## src/rtl/irqc_pkg.sv

```systemverilog
package irqc_pkg;

    localparam int          NSRC       = 19;
    localparam logic [31:0] MASK_IMPL  = 32'hF07F_FF80;
    localparam int          MASK_ALL_POS = 31;
    localparam int          TICK_LEVEL = 14;

    typedef enum logic [2:0] {
        MR_PEND = 3'd0,
        MR_MASK = 3'd1,
        MR_CLR  = 3'd2,
        MR_SET  = 3'd3,
        MR_TGT  = 3'd4,
        MR_NONE = 3'd7
    } mreg_e;

    typedef enum logic [1:0] {
        CR_PEND = 2'd0,
        CR_CLR  = 2'd1,
        CR_SET  = 2'd2,
        CR_NONE = 2'd3
    } creg_e;

    // bit position of device source i in the master words
    function automatic int src_pos(input int i);
        return (i < 16) ? (7 + i) : (12 + i);
    endfunction

    // fixed processor level of device source i
    function automatic logic [3:0] src_level(input int i);
        logic [3:0] l;
        if (i < 7) begin
            l = 4'(i + 1);
        end else begin
            case (i)
                7, 8:        l = 4'd12;
                9:           l = 4'd6;
                10:          l = 4'd13;
                11:          l = 4'd4;
                12:          l = 4'd10;
                13:          l = 4'd8;
                14:          l = 4'd5;
                15:          l = 4'd11;
                default:     l = 4'd15;
            endcase
        end
        return l;
    endfunction

    function automatic logic [3:0] top_level(input logic [15:1] v);
        logic [3:0] r;
        r = 4'd0;
        for (int k = 1; k <= 15; k++) begin
            if (v[k]) r = 4'(k);
        end
        return r;
    endfunction

endpackage

```

## src/rtl/irqc_decode.sv

```systemverilog
module irqc_decode import irqc_pkg::*; #(
    parameter int NCPU = 4,
    parameter int AW   = 5,
    localparam int CW  = AW - 2
) (
    input  logic [AW-1:0] addr,
    output logic          is_cpu,
    output logic [CW-1:0] cpu_idx,
    output creg_e         creg,
    output mreg_e         mreg
);
    localparam int CPU_WORDS = NCPU * 4;

    logic [AW-1:0] off;

    always_comb begin
        is_cpu  = 1'b0;
        cpu_idx = addr[AW-1:2];
        creg    = CR_NONE;
        mreg    = MR_NONE;
        off     = addr - AW'(CPU_WORDS);
        if (int'(addr) < CPU_WORDS) begin
            is_cpu = 1'b1;
            case (addr[1:0])
                2'd0:    creg = CR_PEND;
                2'd1:    creg = CR_CLR;
                2'd2:    creg = CR_SET;
                default: creg = CR_NONE;
            endcase
        end else begin
            case (int'(off))
                0:       mreg = MR_PEND;
                1:       mreg = MR_MASK;
                2:       mreg = MR_CLR;
                3:       mreg = MR_SET;
                4:       mreg = MR_TGT;
                default: mreg = MR_NONE;
            endcase
        end
    end

endmodule

```

## src/rtl/irqc_master.sv

```systemverilog
module irqc_master import irqc_pkg::*; #(
    parameter int TW = 2
) (
    input  logic            clk,
    input  logic            rst,
    input  logic            clr_stb,
    input  logic            set_stb,
    input  logic            tgt_stb,
    input  logic [31:0]     wdata,
    output logic [31:0]     mask_o,
    output logic [NSRC-1:0] dev_en,
    output logic            mask_all,
    output logic [TW-1:0]   tgt_o
);
    logic [31:0]   mask_q;
    logic [TW-1:0] tgt_q;

    always_ff @(posedge clk) begin
        if (rst) begin
            mask_q <= MASK_IMPL;
            tgt_q  <= '0;
        end else begin
            if (clr_stb) mask_q <= mask_q & ~(wdata & MASK_IMPL);
            else if (set_stb) mask_q <= mask_q | (wdata & MASK_IMPL);
            if (tgt_stb) tgt_q <= wdata[TW-1:0];
        end
    end

    always_comb begin
        for (int i = 0; i < NSRC; i++) begin
            dev_en[i] = ~mask_q[src_pos(i)];
        end
    end

    assign mask_o   = mask_q;
    assign mask_all = mask_q[MASK_ALL_POS];
    assign tgt_o    = tgt_q;

    AST_CLR_ENABLES: assert property (@(posedge clk) disable iff (rst)
        clr_stb |=> ((mask_q & $past(wdata & MASK_IMPL)) == 32'h0));
    AST_CLR_KEEPS: assert property (@(posedge clk) disable iff (rst)
        clr_stb |=> ((mask_q & ~$past(wdata)) == ($past(mask_q) & ~$past(wdata))));
    AST_SET_DISABLES: assert property (@(posedge clk) disable iff (rst)
        set_stb |=> ((mask_q & $past(wdata & MASK_IMPL)) == $past(wdata & MASK_IMPL)));
    AST_MASK_STABLE: assert property (@(posedge clk) disable iff (rst)
        (!clr_stb && !set_stb) |=> $stable(mask_q));
    AST_TGT_HOLD: assert property (@(posedge clk) disable iff (rst)
        !tgt_stb |=> $stable(tgt_q));

endmodule

```

## src/rtl/irqc_route.sv

```systemverilog
module irqc_route import irqc_pkg::*; (
    input  logic [NSRC-1:0] dev_irq,
    input  logic [NSRC-1:0] dev_en,
    output logic [15:1]     dev_lvl
);
    always_comb begin
        dev_lvl = '0;
        for (int i = 0; i < NSRC; i++) begin
            if (dev_irq[i] && dev_en[i]) dev_lvl[src_level(i)] = 1'b1;
        end
    end
endmodule

```

## src/rtl/irqc_cpu.sv

```systemverilog
module irqc_cpu import irqc_pkg::*; (
    input  logic        clk,
    input  logic        rst,
    input  logic        set_stb,
    input  logic        clr_stb,
    input  logic [15:1] wsoft,
    input  logic        tick,
    input  logic [15:1] dev_lvl,
    input  logic        is_tgt,
    input  logic        mask_all,
    output logic [31:0] pend_o,
    output logic [3:0]  level_o
);
    logic [15:1] soft_q;
    logic [15:1] hard;

    always_ff @(posedge clk) begin
        if (rst) begin
            soft_q <= '0;
        end else if (set_stb) begin
            soft_q <= soft_q | wsoft;
        end else if (clr_stb) begin
            soft_q <= soft_q & ~wsoft;
        end
    end

    always_comb begin
        hard = is_tgt ? dev_lvl : '0;
        hard[TICK_LEVEL] = hard[TICK_LEVEL] | tick;
    end

    assign pend_o  = {soft_q, 1'b0, hard, 1'b0};
    assign level_o = mask_all ? 4'd0 : top_level(hard | soft_q);

    AST_SOFT_SET: assert property (@(posedge clk) disable iff (rst)
        set_stb |=> ((soft_q & $past(wsoft)) == $past(wsoft)));
    AST_SOFT_CLR: assert property (@(posedge clk) disable iff (rst)
        clr_stb |=> ((soft_q & $past(wsoft)) == 15'h0));
    AST_SOFT_STABLE: assert property (@(posedge clk) disable iff (rst)
        (!set_stb && !clr_stb) |=> $stable(soft_q));
    AST_TICK_LEVEL: assert property (@(posedge clk) disable iff (rst)
        (tick && !mask_all) |-> (level_o >= 4'd14));

endmodule

```

## src/rtl/irq_route_ctrl.sv

```systemverilog
module irq_route_ctrl import irqc_pkg::*; #(
    parameter int NCPU = 4,
    parameter int AW   = $clog2(NCPU * 4 + 8)
) (
    input  logic              clk,
    input  logic              rst,
    input  logic              bus_sel,
    input  logic              bus_we,
    input  logic [AW-1:0]     bus_addr,
    input  logic [31:0]       bus_wdata,
    output logic [31:0]       bus_rdata,
    input  logic [NSRC-1:0]   dev_irq,
    input  logic [NCPU-1:0]   tick,
    output logic [NCPU*4-1:0] level
);
    localparam int CW = AW - 2;
    localparam int TW = (NCPU > 1) ? $clog2(NCPU) : 1;

    logic          is_cpu;
    logic [CW-1:0] cpu_idx;
    creg_e         creg;
    mreg_e         mreg;
    logic          wr;

    logic [31:0]     mask_rd;
    logic [NSRC-1:0] dev_en;
    logic            mask_all;
    logic [TW-1:0]   tgt;
    logic [15:1]     dev_lvl;
    logic [31:0]     raw_src;
    logic [31:0]     cpu_pend [NCPU];

    assign wr = bus_sel & bus_we;

    irqc_decode #(.NCPU(NCPU), .AW(AW)) u_dec (
        .addr    (bus_addr),
        .is_cpu  (is_cpu),
        .cpu_idx (cpu_idx),
        .creg    (creg),
        .mreg    (mreg)
    );

    irqc_master #(.TW(TW)) u_master (
        .clk      (clk),
        .rst      (rst),
        .clr_stb  (wr && !is_cpu && mreg == MR_CLR),
        .set_stb  (wr && !is_cpu && mreg == MR_SET),
        .tgt_stb  (wr && !is_cpu && mreg == MR_TGT),
        .wdata    (bus_wdata),
        .mask_o   (mask_rd),
        .dev_en   (dev_en),
        .mask_all (mask_all),
        .tgt_o    (tgt)
    );

    irqc_route u_route (
        .dev_irq (dev_irq),
        .dev_en  (dev_en),
        .dev_lvl (dev_lvl)
    );

    for (genvar c = 0; c < NCPU; c++) begin : g_cpu
        logic hit;
        assign hit = wr && is_cpu && (cpu_idx == CW'(c));
        irqc_cpu u_cpu (
            .clk      (clk),
            .rst      (rst),
            .set_stb  (hit && creg == CR_SET),
            .clr_stb  (hit && creg == CR_CLR),
            .wsoft    (bus_wdata[31:17]),
            .tick     (tick[c]),
            .dev_lvl  (dev_lvl),
            .is_tgt   (tgt == TW'(c)),
            .mask_all (mask_all),
            .pend_o   (cpu_pend[c]),
            .level_o  (level[c*4 +: 4])
        );
    end

    always_comb begin
        raw_src = '0;
        for (int i = 0; i < NSRC; i++) begin
            raw_src[src_pos(i)] = dev_irq[i];
        end
    end

    always_comb begin
        bus_rdata = '0;
        if (bus_sel && !bus_we) begin
            if (is_cpu) begin
                if (creg == CR_PEND) begin
                    for (int c = 0; c < NCPU; c++) begin
                        if (cpu_idx == CW'(c)) bus_rdata = cpu_pend[c];
                    end
                end
            end else begin
                case (mreg)
                    MR_PEND: bus_rdata = raw_src;
                    MR_MASK: bus_rdata = mask_rd;
                    MR_TGT:  bus_rdata = 32'(tgt);
                    default: bus_rdata = '0;
                endcase
            end
        end
    end

    AST_RESET_IDLE: assert property (@(posedge clk)
        rst |=> (level == '0));

endmodule

```

## config.mk

```make
export PLATFORM = sky130hd
export DESIGN_NAME = irq_route_ctrl
export DESIGN_NICKNAME = d
export VERILOG_FILES = /design/src/rtl/irqc_pkg.sv /design/src/rtl/irqc_decode.sv /design/src/rtl/irqc_master.sv /design/src/rtl/irqc_route.sv /design/src/rtl/irqc_cpu.sv /design/src/rtl/irq_route_ctrl.sv
export SDC_FILE = /design/constraint.sdc
export NUM_CORES = 1
export LEC_CHECK = 0
export BUFFER_PORTS_ARGS = -buffer_cell sky130_fd_sc_hd__buf_2
export CAP_MARGIN = 10
export CORE_MARGIN = 10
export CORE_UTILIZATION = 51
export CTS_CLUSTER_SIZE = 30
export DETAILED_ROUTE_END_ITERATION = 7
export PLACE_DENSITY = 0.83
export SYNTH_ARGS = -nofsm -noshare
export SYNTH_HDL_FRONTEND = slang
export SYNTH_SLANG_ARGS = --single-unit
export TNS_END_PERCENT = 5
```

## constraint.sdc

```tcl
create_clock -name clk -period 1.9 [get_ports clk]
set_input_delay 0.095 -clock clk [delete_from_list [all_inputs] [get_ports clk]]
set_output_delay 0.095 -clock clk [all_outputs]
set_load 0.1 [all_outputs]
```

==> impl_metrics.ini <==
[run_status]
status = finished, violations left
violations = negative setup slack

[setup_path]
critPathKind = flip-flop to output pin
r2r_slack_ps = 820
path_max_fanout = 6
end_kind = output pin
worstPathCellList = nor2b_2 -> or3_4 -> a2111o_1 -> a2111oi_4 -> a221oi_4 -> buf_12
crit_required_ps = 1800
slowest_stage = a2111o_1
startpoint_type = flip-flop
critPathArrivalTime_ps = 2320
cp_slowest_stage_delay_ps = 460

[synth]
synth.top_cell.area_share_pct = 28.7
syn_inst = 754
synthFlopType = dfxtp_1
synth_most_common_cell = nor2_1
syn_area_per_cell_um2 = 7.59
yosysWarnings = 0
async_reset_ff_share_pct = 0
ys_seq_elements = 82
synth-seq-area-share_pct = 28.7
syn_nets = 818
synth_commonest_cells = 114 x nor2_1, 97 x nand2_1, 82 x dfxtp_1
synth_area_um2 = 5720
synthTopCellsByArea = dfxtp_1 29%, a22oi_1 10%, nor2_1 7.5%
ys_types = 56
synth_area_leader_cell = dfxtp_1
synth_edf_count = 0

[floorplan]
num_io_pins = 112
core_area_um2 = 10900
dieArea_um2 = 15800
die_h_um = 126
row_count = 38
start_util_pct = 52.5
die_x_um = 126

[hold_path]
hold_class = input port to flip-flop

[route]
wl_per_cell_um = 25.5
vias_per_cell = 6.82
initialDrtViolationCount = 1213
drt-total-wl_um = 27600
vias = 7389
postRouteAntennaNets = 0
route.detailed.drc = 0
first_pass_iters = 7

[sta]
worst_slew_pin_slew_ps = 674
slew_headroom_pct = 55.0
drv_slew = 0
fin_crit_sh_pct = 127
hold_ws_ps = 14.3
setup_viol_count_final = 28
clock_skew_ps = 0
fmax_ghz = 0.414
finalWorstSetupSlack_ps = -513
grt_setup_unrepaired = yes
hold_violations = 0
fin_crit_ps = 2410

[power]
combPwrFrac_pct = 16.7
powerDensity_nw_per_um2 = 445
p_leak_nw = 3.55
ir_drop_v = 0.000733
sw_frac_of_total_pct = 30.5
p_switching_mw = 1.19
p_seq_share_pct = 44.2
p_clk_share_pct = 39.2
p_int_mw = 2.72

[job]
maxCapViolations = 0

[global_route]
grt_overflow_total = 0
antenna_found_initial = 0
grt_max_degree = 33
grt_pass1_vias = 7187
globalRouteTotalUtil_pct = 33.1
grt_pass1_wl_um = 41700

[cells_and_area]
utilization_pct = 80.7
layout-drive-gt1-share_pct = 42.4
antenna_cells = 0
fin_nets = 1002
synthToLayoutAreaGrowth_pct = 53.6

[clocking]
numCtsBuffers = 9
clock_sinks = 82
clock_latency_ps = 370
tritoncts = done
htreeDepth = 3
clkTransAtPathRegs_ps = 100
cts_buffer_depth = 2
cts_root_buffer = clkbuf_8

[place]
dp_hpwl_um = 21100
globalplace.congestion = 1.04
place.port_buffers = 106
area by class of cell:
type | instances | area, µm²
sequential | 82 | 1660
multi-input combinational | 598 | 4440
inverter | 9 | 33.8
fill | 671 | 2100
timing repair buffer | 238 | 2250
clock buffer | 9 | 124
tap | 140 | 175
clock inverter | 7 | 106
cell usage in the layout, fill, tap and decap left out, types with 7 or more instances in the layout:
cell	count
buf_12	47
o21ai_0	15
a21oi_1	28
o221ai_1	8
a22oi_1	68
a21o_1	13
a211o_1	25
buf_2	58
a31oi_1	7
mux2_2	25
mux2i_1	17
nand2_1	95
nor2_1	105
buf_4	128
dfxtp_1	74
nand2b_1	12
inv_1	9
a21oi_4	11
a22oi_2	10
clkbuf_8	9
nor2b_1	9
nor2_2	9
or2_2	13
power groups by stage:
stage / Combinational [mW] / Clock, mW / Sequential, mW
after floorplan: 0.362 / 0 / 1.77
after detailed placement: 0.615 / 0 / 1.77
after global routing: 0.674 / 1.58 / 1.73
after CTS: 0.633 / 1.51 / 1.73
after global placement: 0.599 / 0 / 1.77
final: 0.652 / 1.53 / 1.73
timing repair:
action,4_1_cts,5_1_grt
cloned,0,0
resized for setup,50,12
pin swaps,14,2
hold buffers,3,0
hold endpoints to repair,3,0
endpoints found under the setup margin,29,38
buffers inserted,1,0
logic make-up after synthesis:
logic type      share of synthesized area (%)
mux                                      8.29
buf+inv                                  5.64
flops                                    28.7
compound gates                           33.4
xor+xnor                                0.460
simple gates                             23.5
per-layer routing:
metal | wire, µm | share of wire, % | track usage (%) | vias to the layer above
met2 | 12500 | 45 | 52.7 | 609
li1 | - | - | - | 3167
met1 | 10400 | 38 | 42.0 | 3493
met3 | 3400 | 12 | 7.21 | 120
met5 | 0 | 0 | 0 | -
met4 | 1340 | 4.9 | 14.9 | 0
metrics by stage:
step	setup slack, ps	area (µm²)	power [mW]	cells	setup TNS, ps
global route	-573	8790	3.98	1083	-10770
finish	-513	8790	3.91	1083	-9510
detailed placement	-315	8270	2.38	1063	-2820
CTS	-545	8740	3.87	1083	-9120
global placement	-240	8270	2.37	1063	-1810
floorplan	-266	6240	2.13	754	-8280
worst max-delay path: cells and delay by family (launching register included):
kind,cells,cell delay [ps]
compound gates,3,850
flops,1,360
buf+inv,1,210
simple gates,2,500
worst paths after layout:
kind                          start                 to  depth (start not counted)
setup / recovery          flip-flop          level[13]                          6
setup reg to reg  u_master.tgt_o[1]  u_master.tgt_o[1]                          4
hold reg to reg           flip-flop          flip-flop                          1
hold / removal         bus_wdata[8]          flip-flop                          3
(Power assumes the default switching activity.)
